[src/rtl/pt_pkg.sv]
`timescale 1ns/1ps
package pt_pkg;

    // What the counter does on a given cycle
    typedef enum logic [1:0] {
        TMR_HOLD  = 2'd0,
        TMR_STEP  = 2'd1,
        TMR_CLEAR = 2'd2
    } tmr_op_e;

    function automatic int lane_count(input int cnt_w, input int byte_w);
        return cnt_w / byte_w;
    endfunction

    function automatic int sel_bits(input int lanes);
        return (lanes > 1) ? $clog2(lanes) : 1;
    endfunction

endpackage

[src/rtl/pt_cmp_reg.sv]
`timescale 1ns/1ps
module pt_cmp_reg #(
    parameter int CNT_W  = 16,
    parameter int BYTE_W = 8,
    parameter int SEL_W  = 1
) (
    input  logic              clk,
    input  logic              rst,
    input  logic              wr_en,
    input  logic [SEL_W-1:0]  wr_sel,
    input  logic [BYTE_W-1:0] wr_data,
    output logic [CNT_W-1:0]  cmp_q,
    output logic [CNT_W-1:0]  cmp_d
);
    localparam int LANES = pt_pkg::lane_count(CNT_W, BYTE_W);

    // Each byte lane either takes the written byte or keeps its old value
    for (genvar i = 0; i < LANES; i++) begin : g_lane
        logic hit;
        assign hit = wr_en && (wr_sel == SEL_W'(i));
        assign cmp_d[i*BYTE_W +: BYTE_W] = hit ? wr_data : cmp_q[i*BYTE_W +: BYTE_W];
    end

    always_ff @(posedge clk) begin
        if (rst) cmp_q <= '0;
        else     cmp_q <= cmp_d;
    end
endmodule

[src/rtl/pt_timer.sv]
`timescale 1ns/1ps
module pt_timer #(
    parameter int CNT_W = 16
) (
    input  logic             clk,
    input  logic             rst,
    input  logic             tick,
    input  logic [CNT_W-1:0] cmp_q,
    output logic [CNT_W-1:0] tmr_q,
    output logic [CNT_W-1:0] tmr_d
);
    import pt_pkg::*;

    tmr_op_e op;

    // The clear waits for the next enable after the counter reaches the match value
    always_comb begin
        if (!tick)               op = TMR_HOLD;
        else if (tmr_q == cmp_q) op = TMR_CLEAR;
        else                     op = TMR_STEP;
    end

    always_comb begin
        unique case (op)
            TMR_STEP:  tmr_d = tmr_q + 1'b1;
            TMR_CLEAR: tmr_d = '0;
            default:   tmr_d = tmr_q;
        endcase
    end

    always_ff @(posedge clk) begin
        if (rst) tmr_q <= '0;
        else     tmr_q <= tmr_d;
    end
endmodule

[src/rtl/pt_trig.sv]
`timescale 1ns/1ps
module pt_trig #(
    parameter int CNT_W = 16
) (
    input  logic             clk,
    input  logic             rst,
    input  logic             tick,
    input  logic [CNT_W-1:0] tmr_q,
    input  logic [CNT_W-1:0] cmp_q,
    input  logic [CNT_W-1:0] tmr_d,
    input  logic [CNT_W-1:0] cmp_d,
    output logic             trig_q
);
    logic match_now;
    logic match_next;
    logic fresh;

    assign match_now  = (tmr_q == cmp_q);
    assign match_next = (tmr_d == cmp_d);
    // A new match is one reached by a count step, or one that did not exist before
    assign fresh      = tick || !match_now;

    // The pulse is registered together with the values that cause it
    always_ff @(posedge clk) begin
        if (rst) trig_q <= 1'b0;
        else     trig_q <= match_next && fresh;
    end
endmodule

[src/rtl/period_trigger.sv]
`timescale 1ns/1ps
module period_trigger #(
    parameter  int CNT_W  = 16,
    parameter  int BYTE_W = 8,
    localparam int LANES  = pt_pkg::lane_count(CNT_W, BYTE_W),
    localparam int SEL_W  = pt_pkg::sel_bits(LANES)
) (
    input  logic              clk,
    input  logic              rst,
    input  logic              tmr_tick,
    input  logic              wr_en,
    input  logic [SEL_W-1:0]  wr_sel,
    input  logic [BYTE_W-1:0] wr_data,
    output logic [CNT_W-1:0]  timer_val,
    output logic [CNT_W-1:0]  period_val,
    output logic              event_trig
);
    logic [CNT_W-1:0] cmp_q, cmp_d;
    logic [CNT_W-1:0] tmr_q, tmr_d;

    pt_cmp_reg #(.CNT_W(CNT_W), .BYTE_W(BYTE_W), .SEL_W(SEL_W)) u_cmp (
        .clk     (clk),
        .rst     (rst),
        .wr_en   (wr_en),
        .wr_sel  (wr_sel),
        .wr_data (wr_data),
        .cmp_q   (cmp_q),
        .cmp_d   (cmp_d)
    );

    pt_timer #(.CNT_W(CNT_W)) u_tmr (
        .clk   (clk),
        .rst   (rst),
        .tick  (tmr_tick),
        .cmp_q (cmp_q),
        .tmr_q (tmr_q),
        .tmr_d (tmr_d)
    );

    pt_trig #(.CNT_W(CNT_W)) u_trig (
        .clk    (clk),
        .rst    (rst),
        .tick   (tmr_tick),
        .tmr_q  (tmr_q),
        .cmp_q  (cmp_q),
        .tmr_d  (tmr_d),
        .cmp_d  (cmp_d),
        .trig_q (event_trig)
    );

    assign timer_val  = tmr_q;
    assign period_val = cmp_q;
endmodule

[config.mk]
export PLATFORM = sky130hd
export DESIGN_NAME = period_trigger
export DESIGN_NICKNAME = d
export VERILOG_FILES = /design/src/rtl/pt_pkg.sv /design/src/rtl/pt_cmp_reg.sv /design/src/rtl/pt_timer.sv /design/src/rtl/pt_trig.sv /design/src/rtl/period_trigger.sv
export SDC_FILE = /design/constraint.sdc
export NUM_CORES = 1
export LEC_CHECK = 0
export ABC_AREA = 1
export BUFFER_PORTS_ARGS = -buffer_cell sky130_fd_sc_hd__buf_2
export CELL_PAD_IN_SITES_DETAIL_PLACEMENT = 2
export CELL_PAD_IN_SITES_GLOBAL_PLACEMENT = 2
export CORE_MARGIN = 2
export CORE_UTILIZATION = 27
export DETAILED_ROUTE_END_ITERATION = 16
export GPL_TIMING_DRIVEN = 0
export PLACE_DENSITY = 0.87
export SLEW_MARGIN = 10
export SYNTH_ARGS = -nofsm -noshare
export SYNTH_HDL_FRONTEND = slang
export SYNTH_SLANG_ARGS = --single-unit
[constraint.sdc]
create_clock -name clk -period 2.4 [get_ports clk]
set_input_delay 0.72 -clock clk [delete_from_list [all_inputs] [get_ports clk]]
set_output_delay 0.72 -clock clk [all_outputs]
set_load 0.005 [all_outputs]
==> out/qor.csv, run 1 <==
stage,metric,value,unit
outcome,status,completed,
cts,clock-sinks,33,
min_path,hold_path.class,flop to flop,
drt,wl_met1,3735,um
logic_synthesis,ys_seq_area_frac,0.3045,
power,p_total,1343,uW
logic_synthesis,synth_adder_area_share,0.005767,
sta,max_slew_margin,0.5698,
logic_synthesis,synth_compound_area_frac,0.04614,
sta,setup-violations-final,0,
layout,antennaDiodeCount,0,
critical_path,critPathCaptureType,flop,
drt,wl_met2,4036,um
sta,fin_crit,2223,ps
critical_path,critPathArrivalTime,2450,ps
floorplanning,io_pins,46,
drt,top_layer_used,met4,
drt,vias_per_cell,4.548,
placed_design,dpl_cell_area,2512,um^2
layout,final_layout_size_suffix_gt1_frac,0.2024,
layout,fin_area,2623,um^2
drt,wl_per_cell,15.21,um
min_path,min_path_cells,2,
sta,hold_viol,0,
placed_design,dp_hpwl,6531,um
drt,drtPass1Iterations,4,
drt,via_count,2397,
floorplanning,rows,32,
floorplanning,core,7767,um^2
cts,cts_buffers,5,
layout,fin_cells,527,
sta,rsz0062_at_grt,no,
cts,ctsHoldBuffers,0,
logic_synthesis,syn_nets,388,
floorplanning,initial_core_util,0.2793,
power,p_leak,0.001457,uW
logic_synthesis,synth_mux_area_frac,0,
global_route,antenna_found_initial,0,
drt,drc,0,
placed_design,dp.cells,519,
logic_synthesis,synth.ff_latch_count,33,
logic_synthesis,syn_inst,374,
critical_path,worstSetupPathType,primary input to flop,
layout,fin_nets,438,
logic_synthesis,syn-cell-area,2170,um^2
global_route,grt_pass1_vias,2591,
cts,cts_tree,built,
job,maxCapViolCount,0,
critical_path,worstPathRequired,2630,ps
global_route,grt_overflow,0,
logic_synthesis,synth_xor_area_frac,0.04037,
critical_path,crit_path_max_fanout,7,
drt,drt_wl_total,8016,um
global_route,grtUsageTotal,0.1968,
drt,detail-route-antenna-nets,0,
sta,clock_skew,2.714,ps
layout,area_growth,20.88,%
floorplanning,die_y,93.64,um
sta,worst_slew_pin_slew,645.3,ps
drt,drt_iter0_markers,75,
critical_path,reg2reg_depth,16,
cts,clock_latency,290,ps
power,powerDensity,512.0,nW/um^2
floorplanning,die_w,93.64,um
logic_synthesis,yosysWarnings,0,
sta,slew_viol_final,0,
placed_design,port_buffers,43,
logic_synthesis,ys_types,23,
critical_path,start_kind,primary input,
logic_synthesis,synthSimpleGateAreaFrac,0.4648,
cts,clock-root-buffer,clkbuf_8,
logic_synthesis,synth_top_family_by_area,simple AND/OR/NAND/NOR gates,
cts,htreeDepth,2,
global_route,grt_pass1_wl,13160,um
global_route,grt_max_degree,11,
sta,max_freq,449.8,MHz
drt,wl_met3,198,um
power,ir_worst_vdd,176.4,uV
floorplanning,die_area,8768,um^2
placed_design,gp_congestion,0.7922,
cts,cts_buffer_depth,2,
logic_synthesis,synth.avg_cell_area,5.801,um^2
cts,clkTransAtPathRegs,70,ps
sta,post-route-period-util,0.9263,
==> worst max-delay path, stage by stage <==
cell and delay [ps]:
buf_4 140, nand2_1 70, nor2_1 230, and2_2 260
nand2_1 60, nand2_1 60, nand2_1 50, clkinv_1 60
nand2_1 70, a21oi_1 170, nand2_1 90, nor2_1 170
nand3_1 170, nor2_1 130
==> cells in the mapped netlist, drive strengths merged <==
master	number	area, um^2
a21oi	4	20.02
and2	1	6.260
buf	4	37.53
clkbuf	5	18.77
clkinv	5	18.77
dfxtp	33	660.6
ha	1	12.51
inv	60	225.2
nand2	149	574.3
nand3	23	142.6
nand3b	3	22.52
nand4	3	18.77
nor2	57	244.0
o21ai	16	80.08
xor2	10	87.58
==> kinds of logic after synthesis <==
logic type,after synthesis
AOI/OAI and AO/OA,20
xor gates and xnor gates,10
adders and majority gates,1
buffers and inverters,74
DFF,33
and+or+nand+nor,236
==> layer usage <==
metal  global-route usage  up-vias
li1                     -     1206
met1               0.2475     1151
met2               0.3591       33
met3              0.03223        7
met4              0.02899        0
met5                    0        -
==> what timing repair did <==
action | in CTS | in global routing
endpoints found under the hold margin | 0 | 0
buffers inserted | 0 | 0
setup endpoints to repair | 0 | 1
resized for setup | 0 | 5
==> through the flow <==
step           hold slack (ps)  TNS, ps  utilization  worst slack [ps]
2_1_floorplan            556.5        0            -             443.9
3_5_place_dp             608.3   -116.0       0.3235            -116.0
5_1_grt                  624.1        0       0.3376             25.42
3_3_place_gp             588.0   -32.74       0.3235            -32.74
4_1_cts                  619.9        0       0.3365             124.0
6_report                 575.5        0       0.3376             176.9
==> cells in the final DEF (no fill, tap or decap), drive strengths merged <==
| cell | n |
|---|---|
| a21oi | 4 |
| and2 | 1 |
| buf | 47 |
| clkbuf | 12 |
| clkinv | 6 |
| dfxtp | 33 |
| ha | 1 |
| inv | 60 |
| nand2 | 149 |
| nand3 | 23 |
| nand3b | 3 |
| nand4 | 3 |
| nor2 | 57 |
| o21ai | 16 |
| xor2 | 10 |
==> area by class of cell <==
cell class,count,area [um^2]
fillers,1027,5145
repair buffers,43,215.2
flip-flops and latches,33,663.1
clock inverters,1,5.005
plain buffers,9,56.30
clock buffers,7,96.34
inverters,65,244.0
well taps,102,127.6
multi-input cells,267,1215
==> final timing paths <==
path,start,end,slack [ps]
hold / removal,u_tmr.tmr_q[0],u_tmr.tmr_q[0],580
hold reg to reg,u_tmr.tmr_q[0],u_tmr.tmr_q[0],580
setup / recovery,tmr_tick,u_trig.trig_q,180
setup reg to reg,u_tmr.tmr_q[6],u_trig.trig_q,220
==> flip-flops by register name, summed over array words and instances (netlist names) <==
| name | count |
|---|---|
| u_cmp.cmp_q | 16 |
| u_tmr.tmr_q | 16 |
| u_trig.trig_q | 1 |
==> power by group <==
| part | internal [uW] | leakage (uW) | switching [uW] |
|---|---|---|---|
| logic | 90.1 | 0.00113 | 174 |
| registers | 569 | 0.000270 | 18.1 |
| clock network | 260 | 0.0000542 | 231 |
No activity file was read; power rests on OpenSTA's default activity.
==> run 2, diff against run 1 <==
SETUP_SLACK_MARGIN = 0.3   (was not set)
==> run 2 against run 1 <==
  * Cell area increased by 10%
  * Cell count increased by 1.7%
  * Clock power about the same
  * Count of clock-buffer cells in the layout unchanged
  * Clock skew increased by 1.1 ps
  * Global-route usage increased by 0.84 points
  * Sequential cell count unchanged
  * Utilization increased by 3.4 points
==> out/qor.csv, run 2 (synthesis gave the netlist of run 1 again) <==
stage,metric,value,unit,change
placed_design,port_buffers,43,,unchanged
layout,final_common_cell,nand2_1,,
critical_path,slowest_stage,dfxtp_4,,
floorplanning,rows,32,,unchanged
floorplanning,initial_core_util,0.2793,,unchanged
outcome,status,completed,,
critical_path,r2r-start,u_tmr.tmr_q[11],,
cts,clkTransAtPathRegs,70,ps,about the same
sta,fin_crit,2060,ps,-163.0 ps
global_route,grt_pass1_vias,2639,,+1.9%
layout,reg.largest.list,"u_cmp.cmp_q x16, u_tmr.tmr_q x16, u_trig.trig_q x1",,
power,p_total,1369,uW,+2.0%
global_route,grt_overflow,0,,unchanged
job,maxCapViolCount,0,,unchanged
sta,worst_slew_pin_slew,652.1,ps,+6.830 ps
layout,antennaDiodeCount,0,,unchanged
cts,clock-sinks,33,,unchanged
critical_path,cp_top_family,simple AND/OR/NAND/NOR gates,,
floorplanning,core,7767,um^2,unchanged
min_path,hold_path.class,flop to flop,,
drt,vias_per_cell,4.606,,+1.3%
critical_path,reg2reg_slack,340,ps,+120 ps
sta,max_slew_margin,0.5653,,-0.004553
global_route,grt_pass1_wl,13660,um,+3.8%
critical_path,crit_path_max_fanout,8,,+1
power,ir_worst_vdd,180.1,uV,+2.1%
layout,fillCellCount,990,,-3.6%
placed_design,gp_congestion,0.7922,,unchanged
drt,wl_per_cell,16.99,um,+12%
sta,hold_slack,603.1,ps,+27.59 ps
drt,drt_iter0_markers,58,,-23%
cts,cts_tree,built,,
cts,clock_latency,290,ps,about the same
floorplanning,die_w,93.64,um,unchanged
critical_path,worstSetupPathType,flop to flop,,
cts,cts_buffers,5,,unchanged
cts,htreeDepth,2,,unchanged
critical_path,start_kind,flop,,
sta,clock_skew,3.796,ps,+1.081 ps
layout,final_cell_mix,"nand2_1, inv_1, buf_2, nor2_1, nand3_1",,
power,powerDensity,474.8,nW/um^2,-7.3%
cts,clock-root-buffer,clkbuf_8,,
critical_path,startpoint,u_tmr.tmr_q[11],,
critical_path,cp-endpoint,u_trig.trig_q,,
drt,drtPass1Iterations,4,,unchanged
critical_path,reg2reg_depth,15,,-1
floorplanning,die_area,8768,um^2,unchanged
critical_path,critPathCaptureType,flop,,
placed_design,dp_hpwl,6531,um,unchanged
global_route,grt_max_degree,11,,unchanged
layout,final_layout_size_suffix_gt1_frac,0.3249,,+0.1225
floorplanning,io_pins,46,,unchanged
power,p_leak,0.001539,uW,+5.7%
critical_path,crit_path_cell_trace,inv_2 > nand2_1 > nand2_1 > nor2_1 > nand2_1 > nor2_4 > nand3_4 > buf_6 > nand2_1 > nand2_1 > nand2_1 > nand2_1 > nor2_1 > nand3_2 > nor2_2,,
critical_path,path_buf_inv,2,,unchanged
global_route,antenna_found_initial,0,,unchanged
critical_path,worstPathRequired,2630,ps,about the same
sta,setup-violations-final,0,,unchanged
drt,via_count,2469,,+3.0%
sta,post-route-period-util,0.8584,,-0.06791
layout,area_growth,32.93,%,
layout,fin_nets,447,,+2.1%
sta,max_freq,485.4,MHz,+7.9%
critical_path,cp.depth,15,,+1
cts,cts_buffer_depth,2,,unchanged
critical_path,max_stage_delay,390,ps,+130 ps
drt,detail-route-antenna-nets,0,,unchanged
drt,drc,0,,unchanged
sta,hold_viol,0,,unchanged
drt,drt_wl_total,9105,um,+14%
global_route,grtUsageTotal,0.2052,,+0.008410
sta,slew_viol_final,0,,unchanged
critical_path,timing.rr.end,u_trig.trig_q,,
sta,rsz0062_at_grt,no,,
floorplanning,die_y,93.64,um,unchanged
critical_path,critPathArrivalTime,2290,ps,-160 ps
critical_path,crit_top_cell,nand2_1,,
run 2: cell types whose count changed in the layout (fill, tap and decap cells not counted), sizes merged:
cell    before  now
buf         47   55
clkbuf      12   13
run 2: metal layers:
layer	vias to the layer above	routed length, um	GRT usage
met5	-	0	0
met1	1186	3927	0.2523
met4	0	157	0.03140
met3	11	245	0.03223
met2	43	4775	0.3819
li1	1229	-	-
run 2: cell type report:
type / instances / area [um^2] / area share
well taps: 102 / 127.6 / 0.04425
plain buffers: 9 / 68.82 / 0.02386
repair buffers: 52 / 304.0 / 0.1054
clock buffers: 7 / 96.34 / 0.03341
multi-input cells: 267 / 1329 / 0.4607
inverters: 65 / 246.5 / 0.08547
flip-flops and latches: 33 / 706.9 / 0.2451
clock inverters: 1 / 5.005 / 0.001735
run 2: stage by stage:
step,TNS (ps),area [um^2],utilization,cells,worst slack [ps]
after floorplan,0,2170,-,374,443.9
after global placement,-32.74,2512,0.3235,519,-32.74
after detailed placement,-116.0,2512,0.3235,519,-116.0
after CTS,0,2675,0.3444,530,307.7
after global routing,0,2884,0.3713,536,201.9
final,0,2884,0.3713,536,339.9
run 2: how the worst min path moves through the flow:
stage / start / to / slack [ps] / cells past startpoint
2_1_floorplan: u_tmr.tmr_q[1] / u_tmr.tmr_q[1] / 560 / 2
3_3_place_gp: u_tmr.tmr_q[0] / u_tmr.tmr_q[0] / 590 / 2
3_5_place_dp: u_tmr.tmr_q[0] / u_tmr.tmr_q[0] / 610 / 2
4_1_cts: u_tmr.tmr_q[0] / u_tmr.tmr_q[0] / 580 / 2
5_1_grt: u_tmr.tmr_q[0] / u_tmr.tmr_q[0] / 650 / 2
6_report: u_tmr.tmr_q[0] / u_tmr.tmr_q[0] / 600 / 2
run 2: what timing repair did:
| action | 4_1_cts | 5_1_grt |
|---|---|---|
| resized for setup | 19 | 57 |
| endpoints found under the setup margin | 1 | 1 |
| cloned | 0 | 1 |
| pin swaps | 1 | 18 |
| buffers inserted | 3 | 5 |
| hold buffers | 0 | 0 |
run 2: where the power goes:
group | switching [uW] | total [uW] | internal (uW)
Sequential | 19.8 | 583 | 563
Clock | 230 | 490 | 260
Combinational | 193 | 297 | 104
run 2: worst reg2reg max path: cells and delay by family (launching register included):
family	cells	cell delay, ps
AND/OR/NAND/NOR	13	1370
flip-flops	1	390
buffers and inverters	2	250
